$ cat config.mk
export PLATFORM = sky130hd
export DESIGN_NAME = fdz_div
export DESIGN_NICKNAME = d
export VERILOG_FILES = /design/src/rtl/fdz_pkg.sv /design/src/rtl/fdz_unpack.sv /design/src/rtl/fdz_iter.sv /design/src/rtl/fdz_round.sv /design/src/rtl/fdz_div.sv
export SDC_FILE = /design/constraint.sdc
export NUM_CORES = 1
export LEC_CHECK = 0
export ABC_AREA = 1
export BUFFER_PORTS_ARGS = -buffer_cell sky130_fd_sc_hd__buf_2
export CAP_MARGIN = 25
export CORE_MARGIN = 2
export CORE_UTILIZATION = 25
export CTS_BUF_LIST = sky130_fd_sc_hd__clkbuf_8
export DETAILED_ROUTE_END_ITERATION = 10
export SKIP_LAST_GASP = 1
export SYNTH_ARGS = -nofsm -noshare
export SYNTH_HDL_FRONTEND = slang
export SYNTH_SLANG_ARGS = --single-unit
$ cat constraint.sdc
create_clock -name clk -period 4.65 [get_ports clk]
set_input_delay 0.6975 -clock clk [delete_from_list [all_inputs] [get_ports clk]]
set_output_delay 0.6975 -clock clk [all_outputs]
set_load 0.05 [all_outputs]
$ cat src/rtl/fdz_pkg.sv
package fdz_pkg;
    localparam int W     = 32;
    localparam int EW    = 8;
    localparam int MW    = 23;
    localparam int FW    = MW + 1;     // significand with hidden one
    localparam int QW    = FW + 2;     // quotient bits: 24 kept + 1 normalise + 1 round
    localparam int RW    = FW + 2;     // remainder width
    localparam int NFLAG = 7;

    localparam int FL_NX  = 0;
    localparam int FL_UF  = 1;
    localparam int FL_OF  = 2;
    localparam int FL_DZ  = 3;
    localparam int FL_NV  = 4;
    localparam int FL_IFZ = 5;
    localparam int FL_OFZ = 6;

    typedef enum logic [1:0] {
        RM_NEAR = 2'd0,
        RM_ZERO = 2'd1,
        RM_UP   = 2'd2,
        RM_DOWN = 2'd3
    } rmode_t;

    typedef enum logic [1:0] {
        ST_IDLE,
        ST_PREP,
        ST_DIV,
        ST_ROUND
    } st_t;

    typedef enum logic [2:0] {
        SP_NONE,
        SP_NAN,
        SP_DZ,
        SP_INF,
        SP_ZERO
    } spec_t;

    typedef struct packed {
        logic [W-1:0]     q;
        logic [NFLAG-1:0] fl;
        logic             g;
        logic             v;
    } res_t;
endpackage

$ cat src/rtl/fdz_unpack.sv
module fdz_unpack
    import fdz_pkg::*;
(
    input  logic [W-1:0]  x,
    output logic          sgn,
    output logic [EW-1:0] expo,
    output logic [FW-1:0] man,
    output logic          is_zero,
    output logic          is_inf,
    output logic          is_nan,
    output logic          flushed
);
    logic [EW-1:0] ef;
    logic [MW-1:0] fr;

    assign ef      = x[W-2:MW];
    assign fr      = x[MW-1:0];
    assign sgn     = x[W-1];
    assign expo    = ef;
    assign man     = {1'b1, fr};
    // zero exponent field: true zero or flushed subnormal
    assign is_zero = (ef == '0);
    assign flushed = (ef == '0) && (fr != '0);
    assign is_inf  = (ef == '1) && (fr == '0);
    assign is_nan  = (ef == '1) && (fr != '0);
endmodule

$ cat src/rtl/fdz_iter.sv
module fdz_iter
    import fdz_pkg::*;
#(
    parameter int QPC = 2
) (
    input  logic [RW-1:0]  rem_i,
    input  logic [FW-1:0]  div_i,
    output logic [RW-1:0]  rem_o,
    output logic [QPC-1:0] bits_o
);
    logic [RW-1:0] r [QPC+1];

    assign r[0] = rem_i;

    for (genvar i = 0; i < QPC; i++) begin : g_step
        logic [RW:0] diff;
        logic        ge;
        assign diff = {1'b0, r[i]} - {{(RW+1-FW){1'b0}}, div_i};
        assign ge   = ~diff[RW];
        assign r[i+1] = (ge ? diff[RW-1:0] : r[i]) << 1;
        assign bits_o[QPC-1-i] = ge;
    end

    assign rem_o = r[QPC];
endmodule

$ cat src/rtl/fdz_round.sv
module fdz_round
    import fdz_pkg::*;
(
    input  logic             sgn,
    input  logic signed [9:0] e_pre,
    input  logic [QW-1:0]    qraw,
    input  logic             rem_nz,
    input  rmode_t           rm,
    input  spec_t            sp,
    input  logic             in_flush,
    output logic [W-1:0]     q,
    output logic [NFLAG-1:0] fl
);
    logic [FW-1:0]    m;
    logic             rb, sb, inc, big;
    logic signed [9:0] e_n, e_r;
    logic [FW:0]      sum;
    logic [MW-1:0]    frac;

    always_comb begin
        if (qraw[QW-1]) begin
            m   = qraw[QW-1:2];
            rb  = qraw[1];
            sb  = qraw[0] | rem_nz;
            e_n = e_pre + 10'sd1;
        end else begin
            m   = qraw[QW-2:1];
            rb  = qraw[0];
            sb  = rem_nz;
            e_n = e_pre;
        end

        unique case (rm)
            RM_NEAR: inc = rb & (sb | m[0]);
            RM_ZERO: inc = 1'b0;
            RM_UP:   inc = ~sgn & (rb | sb);
            RM_DOWN: inc = sgn & (rb | sb);
        endcase

        sum  = {1'b0, m} + {{FW{1'b0}}, inc};
        frac = sum[FW] ? sum[MW:1] : sum[MW-1:0];
        e_r  = sum[FW] ? e_n + 10'sd1 : e_n;
        big  = (rm == RM_NEAR) || (rm == RM_UP && !sgn) || (rm == RM_DOWN && sgn);

        q  = '0;
        fl = '0;
        fl[FL_IFZ] = in_flush;
        unique case (sp)
            SP_NAN: begin
                q = '1;
                fl[FL_NV] = 1'b1;
            end
            SP_DZ: begin
                q = {sgn, {EW{1'b1}}, {MW{1'b0}}};
                fl[FL_DZ] = 1'b1;
            end
            SP_INF:  q = {sgn, {EW{1'b1}}, {MW{1'b0}}};
            SP_ZERO: q = {sgn, {(W-1){1'b0}}};
            default: begin
                if (e_n < 10'sd1) begin
                    q = {sgn, {(W-1){1'b0}}};
                    fl[FL_OFZ] = 1'b1;
                    fl[FL_UF]  = 1'b1;
                    fl[FL_NX]  = 1'b1;
                end else if (e_r >= 10'sd255) begin
                    fl[FL_OF] = 1'b1;
                    fl[FL_NX] = 1'b1;
                    q = big ? {sgn, {EW{1'b1}}, {MW{1'b0}}}
                            : {sgn, {(EW-1){1'b1}}, 1'b0, {MW{1'b1}}};
                end else begin
                    q = {sgn, e_r[EW-1:0], frac};
                    fl[FL_NX] = rb | sb;
                end
            end
        endcase
    end
endmodule

$ cat src/rtl/fdz_div.sv
module fdz_div
    import fdz_pkg::*;
#(
    parameter int LAT = 17,   // issue edge to result-valid edge
    parameter int QPC = 2     // quotient bits per cycle, must divide QW
) (
    input  logic             clk,
    input  logic             rst_n,
    input  logic             issue_i,
    input  logic             guard_i,
    input  logic [1:0]       rnd_i,
    input  logic [W-1:0]     a_i,
    input  logic [W-1:0]     b_i,
    output logic             busy_o,
    output logic             done_o,
    output logic             wr_en_o,
    output logic [W-1:0]     q_o,
    output logic [NFLAG-1:0] flags_o
);
    localparam int ITERS = QW / QPC;
    localparam int ITW   = $clog2(ITERS);
    localparam int PIPE  = LAT - ITERS - 1;
    localparam logic [ITW-1:0] LAST = ITW'(ITERS - 1);

    st_t st, st_n;

    logic [W-1:0]     opa_q, opb_q;
    rmode_t           rm_q;
    logic             g_q, sgn_q, ifz_q;
    logic signed [9:0] epre_q;
    spec_t            sp_q, sp_c;
    logic [RW-1:0]    rem_q, rem_n;
    logic [FW-1:0]    mb_q;
    logic [QW-1:0]    quo_q;
    logic [QPC-1:0]   qbits;
    logic [ITW-1:0]   it_q;

    logic          as, bs, az, bz, ai, bi, an, bn, af, bf;
    logic [EW-1:0] ae, be;
    logic [FW-1:0] am, bm;

    logic [W-1:0]     rq;
    logic [NFLAG-1:0] rfl;

    res_t stg [PIPE];

    fdz_unpack u_ua (.x(opa_q), .sgn(as), .expo(ae), .man(am), .is_zero(az),
                     .is_inf(ai), .is_nan(an), .flushed(af));
    fdz_unpack u_ub (.x(opb_q), .sgn(bs), .expo(be), .man(bm), .is_zero(bz),
                     .is_inf(bi), .is_nan(bn), .flushed(bf));

    fdz_iter #(.QPC(QPC)) u_it (.rem_i(rem_q), .div_i(mb_q), .rem_o(rem_n), .bits_o(qbits));

    fdz_round u_rd (.sgn(sgn_q), .e_pre(epre_q), .qraw(quo_q), .rem_nz(|rem_q),
                    .rm(rm_q), .sp(sp_q), .in_flush(ifz_q), .q(rq), .fl(rfl));

    // operand classification, priority: invalid, inf dividend, zero divisor, zero result
    always_comb begin
        if (an || bn || (ai && bi) || (az && bz)) sp_c = SP_NAN;
        else if (ai)                              sp_c = SP_INF;
        else if (bz)                              sp_c = SP_DZ;
        else if (az || bi)                        sp_c = SP_ZERO;
        else                                      sp_c = SP_NONE;
    end

    // state register
    always_ff @(posedge clk or negedge rst_n) begin
        if (!rst_n) st <= ST_IDLE;
        else        st <= st_n;
    end

    always_comb begin
        st_n = st;
        unique case (st)
            ST_IDLE:  if (issue_i) st_n = ST_PREP;
            ST_PREP:  st_n = ST_DIV;
            ST_DIV:   if (it_q == LAST) st_n = ST_ROUND;
            ST_ROUND: st_n = ST_IDLE;
            default:  st_n = ST_IDLE;
        endcase
    end

    assign busy_o = (st != ST_IDLE);

    // datapath registers
    always_ff @(posedge clk or negedge rst_n) begin
        if (!rst_n) begin
            opa_q  <= '0;
            opb_q  <= '0;
            rm_q   <= RM_NEAR;
            g_q    <= 1'b0;
            sgn_q  <= 1'b0;
            ifz_q  <= 1'b0;
            epre_q <= '0;
            sp_q   <= SP_NONE;
            rem_q  <= '0;
            mb_q   <= '0;
            quo_q  <= '0;
            it_q   <= '0;
        end else begin
            unique case (st)
                ST_IDLE: if (issue_i) begin
                    opa_q <= a_i;
                    opb_q <= b_i;
                    rm_q  <= rmode_t'(rnd_i);
                    g_q   <= guard_i;
                end
                ST_PREP: begin
                    sgn_q  <= as ^ bs;
                    ifz_q  <= af | bf;
                    sp_q   <= sp_c;
                    epre_q <= $signed({2'b00, ae}) - $signed({2'b00, be}) + 10'sd126;
                    rem_q  <= {{(RW-FW){1'b0}}, am};
                    mb_q   <= bm;
                    quo_q  <= '0;
                    it_q   <= '0;
                end
                ST_DIV: begin
                    rem_q <= rem_n;
                    quo_q <= {quo_q[QW-QPC-1:0], qbits};
                    it_q  <= it_q + 1'b1;
                end
                default: ;
            endcase
        end
    end

    // retirement pipe and outputs
    always_ff @(posedge clk or negedge rst_n) begin
        if (!rst_n) begin
            stg[0] <= '0;
        end else begin
            stg[0].v  <= (st == ST_ROUND);
            stg[0].g  <= g_q;
            stg[0].q  <= rq;
            stg[0].fl <= rfl;
        end
    end

    for (genvar i = 1; i < PIPE; i++) begin : g_pipe
        always_ff @(posedge clk or negedge rst_n) begin
            if (!rst_n) stg[i] <= '0;
            else        stg[i] <= stg[i-1];
        end
    end

    assign done_o  = stg[PIPE-1].v;
    assign wr_en_o = stg[PIPE-1].v & stg[PIPE-1].g;
    assign q_o     = stg[PIPE-1].v ? stg[PIPE-1].q : '0;
    assign flags_o = wr_en_o ? stg[PIPE-1].fl : '0;

    assert_done_pulse_R1: assert property (@(posedge clk) disable iff (!rst_n)
        done_o |=> !done_o);
    assert_busy_start_R2: assert property (@(posedge clk) disable iff (!rst_n)
        $rose(busy_o) |-> $past(issue_i));
    assert_wren_done_R3: assert property (@(posedge clk) disable iff (!rst_n)
        wr_en_o |-> done_o);
    assert_flags_guard_R3: assert property (@(posedge clk) disable iff (!rst_n)
        (flags_o != '0) |-> wr_en_o);
    assert_oflush_zero_R6: assert property (@(posedge clk) disable iff (!rst_n)
        flags_o[FL_OFZ] |-> (q_o[W-2:0] == '0));
    assert_dz_inf_R7: assert property (@(posedge clk) disable iff (!rst_n)
        flags_o[FL_DZ] |-> (q_o[W-2:0] == 31'h7F800000));
    assert_invalid_ones_R8: assert property (@(posedge clk) disable iff (!rst_n)
        flags_o[FL_NV] |-> (q_o == 32'hFFFFFFFF));
    assert_ovf_sat_R9: assert property (@(posedge clk) disable iff (!rst_n)
        flags_o[FL_OF] |-> (q_o[W-2:0] == 31'h7F800000 || q_o[W-2:0] == 31'h7F7FFFFF));
endmodule

==> flow_metrics.tcl <==
set metrics [dict create \
    dieArea_um2 66500 \
    placementRows 93 \
    vias 13400 \
    place_inst 2919 \
    worst_ep_required_time_ns 5.14 \
    finalNetCount 2263 \
    fin_crit_ns 4.44 \
    clk_path_buf_depth 3 \
    grt-ovfl-total 0 \
    run_status "finished clean" \
    crit_fanout 6 \
    synth_cell_type_count 58 \
    routed_wl_mm 43.0 \
    grt_pass1_vias 12800 \
    finalMaxSlewViolations 0 \
    yosys.area.top_type_share 0.441 \
    place_ws_ns 0.117 \
    arrival_ns 4.93 \
    setup_ws_ns 0.211 \
    relSlewSlack 0.346 \
    clk_pin_slew_worst_paths_ns 0.06 \
    hold_viol 0 \
    io_buffer_count 111 \
    crit_type "reg2reg" \
    syn_avg_cell_area_um2 8.10 \
    wl_per_cell_um 14.3 \
    drive_gt1_frac 0.156 \
    synthFlopType "dfrtp_1" \
    grt_setup_unrepaired "true" \
    initial_core_util 0.251 \
    finalCritPeriodShare 0.955 \
    numCtsBuffers 46 \
    ys_async_sr_fraction 1.00 \
    grt_max_degree 104 \
    grt_usage 0.129 \
    synth_area_um2 16100 \
    synthTopCellsByArea "dfrtp_1, nand2_1, inv_1" \
    hold_path_class "in2async" \
    avgViaCountPerCell 4.46 \
    antenna_found_initial 1 \
    syn_inst 1988 \
    areaGrowthSynthToFinish_pct 16.4 \
    dr.pass1.iters 4 \
    drcViolationCount 0 \
    hold_buffers 0 \
    ant_nets 0 \
    tritoncts "done" \
    synth_top_cell_by_area "dfrtp_1" \
    synth-seq-cells 284 \
    end_kind "register" \
    syn_nets 2130 \
    finalSetupViolations 0 \
    die_h_um 258 \
    grt_first_pass_wirelength_mm 69.9 \
    clock_latency_ns 0.61 \
    ios 112 \
    synth_edf_count 0 \
    clockRootBuffer "clkbuf_8" \
    die_w_um 258 \
    top_usage_layer "met2" \
    gr-usage-met3 0.0269 \
    clock.fmax_mhz 225 \
    yosysWarnings 0 \
    cp-start-kind "register" \
    core_um2 64100 \
    worst_pin_slew_ns 0.975 \
    grt_use_met1 0.187 \
    stdcell_count 3009 \
    cap_violations 0 \
    finClkSkew_ns 0.0221 \
    gp_congestion 0.920 \
    dr.first_iter.drc_count 766 \
    dp.final_hpwl_mm 32.3 \
    diodes 0 \
    use_met2 0.194 \
    htree_levels 2 \
    fillerInstances 6909 \
    seq_area_frac_synth 0.441 \
    cts_sinks 284 \
]
==> logic make-up after synthesis <==
group                    after synthesis  share of synthesized area
flip-flops                           284                      0.441
XOR/XNOR                              57                     0.0310
multiplexers                          39                     0.0272
AO/OA/AOI/OAI                        323                      0.113
buffers and inverters                334                     0.0847
adder cells (fa/ha/maj)               72                     0.0573
AND/OR/NAND/NOR                      879                      0.246
==> final cells by class <==
class | count | area (µm²) | share of cell area
multi-input combinational | 1370 | 7680 | 0.410
sequential | 284 | 7110 | 0.379
tap | 855 | 1070 | 0.0571
inverter | 272 | 1030 | 0.0548
timing repair buffer | 147 | 888 | 0.0474
clock buffer | 56 | 771 | 0.0411
clock inverter | 25 | 204 | 0.0109
==> cells in the final DEF (no fill, tap or decap), drive strengths merged <==
master and n:
nand2 491, mux2 38, o21bai 12, nand3 119, o22ai 39, a21o 6, clkinvlp 2, a21oi 107
and3 2, bufinv 3, a21boi 3, a31oi 9, a221oi 1, o211ai 6, o311ai 1, dfrtp 284
a211oi 1, a31o 1, clkinv 8, or2 8, o221ai 1, xor2 37, nand4 27, nor2 161
o31ai 1, and2 2, inv 284, nor3 25, nor4 23, o21ai 132, xnor2 20, fa 3
ha 69, buf 147, o21a 3, mux2i 1, clkbuf 56, nand3b 21
==> Yosys cell counts (11+ instances only) <==
cell type	number
xor2_1	37
dfrtp_1	284
o21ai_0	118
nor4_1	22
nor2_1	146
buf_6	11
a21oi_1	106
xnor2_1	20
ha_1	69
nand3_1	114
nand2_2	19
nor2_4	12
nor3_1	22
nand4_1	26
nand2_1	467
inv_1	266
clkbuf_1	35
o22ai_1	39
o21bai_1	12
mux2_2	38
nand3b_1	21
==> what timing repair did <==
item,4_1_cts,5_1_grt
setup buffers,0,8
setup endpoints to repair,0,26
gates resized for setup,0,18
==> path summary, 6_finish.rpt <==
path                       depth (start not counted)      from         to  slack (ns)
setup / recovery                                  25  rem_q[0]  rem_q[22]        0.21
hold / removal                                     1     rst_n    stg[26]        0.09
setup reg to reg                                  25  rem_q[0]  rem_q[22]        0.21
hold reg to reg                                    0  stg[114]    stg[73]        0.34
max in group asynchronous                          2     rst_n  opb_q[26]        3.52
min in group clk                                   2   b_i[12]  opb_q[12]        0.32
==> routing by layer <==
| metal | part of all wire | vias up |
|---|---|---|
| li1 | - | 6740 |
| met1 | 0.49 | 6231 |
| met2 | 0.42 | 370 |
| met3 | 0.061 | 79 |
| met4 | 0.023 | 2 |
| met5 | 0.00030 | - |
==> critical path: stages, from the launching register on <==
cell and delay [ns]:
dfrtp_1 0.34, inv_1 0.08, ha_1 0.23, fa_1 0.43, o21ai_2 0.23, a21oi_2 0.12
o21ai_2 0.23, nand2_1 0.10, nand2_2 0.14, clkinvlp_4 0.17, buf_4 0.20, o21ai_0 0.21
ha_1 0.33, nand2_1 0.10, nor2_1 0.05, a21oi_1 0.22, inv_1 0.10, nand3_1 0.09
nand3_1 0.17, nand3_1 0.15, nand4_2 0.14, buf_4 0.19, nand2_1 0.11, nand2_1 0.09
nand2_1 0.07, nand2_1 0.05
==> registers in the layout (all words and copies together), names as in the netlist <==
signal / flops
mb_q: 24
opb_q: 32
st: 2
it_q: 4
epre_q: 10
g_q: 1
done_o: 1
sp_q: 3
stg: 119
ifz_q: 1
rm_q: 2
sgn_q: 1
rem_q: 26
quo_q: 26
opa_q: 32
==> through the flow <==
stage	TNS (ns)	hold slack (ns)	utilization	area (µm²)
2_1_floorplan	0	0.331	-	16100
3_3_place_gp	0	0.332	0.275	17600
3_5_place_dp	0	0.335	0.275	17600
4_1_cts	0	0.0869	0.290	18600
5_1_grt	-0.967	0.122	0.292	18700
6_report	0	0.0858	0.292	18700
Power is not shown: default switching activity piles up to over one toggle a cycle in this logic, so the estimate is an artifact.
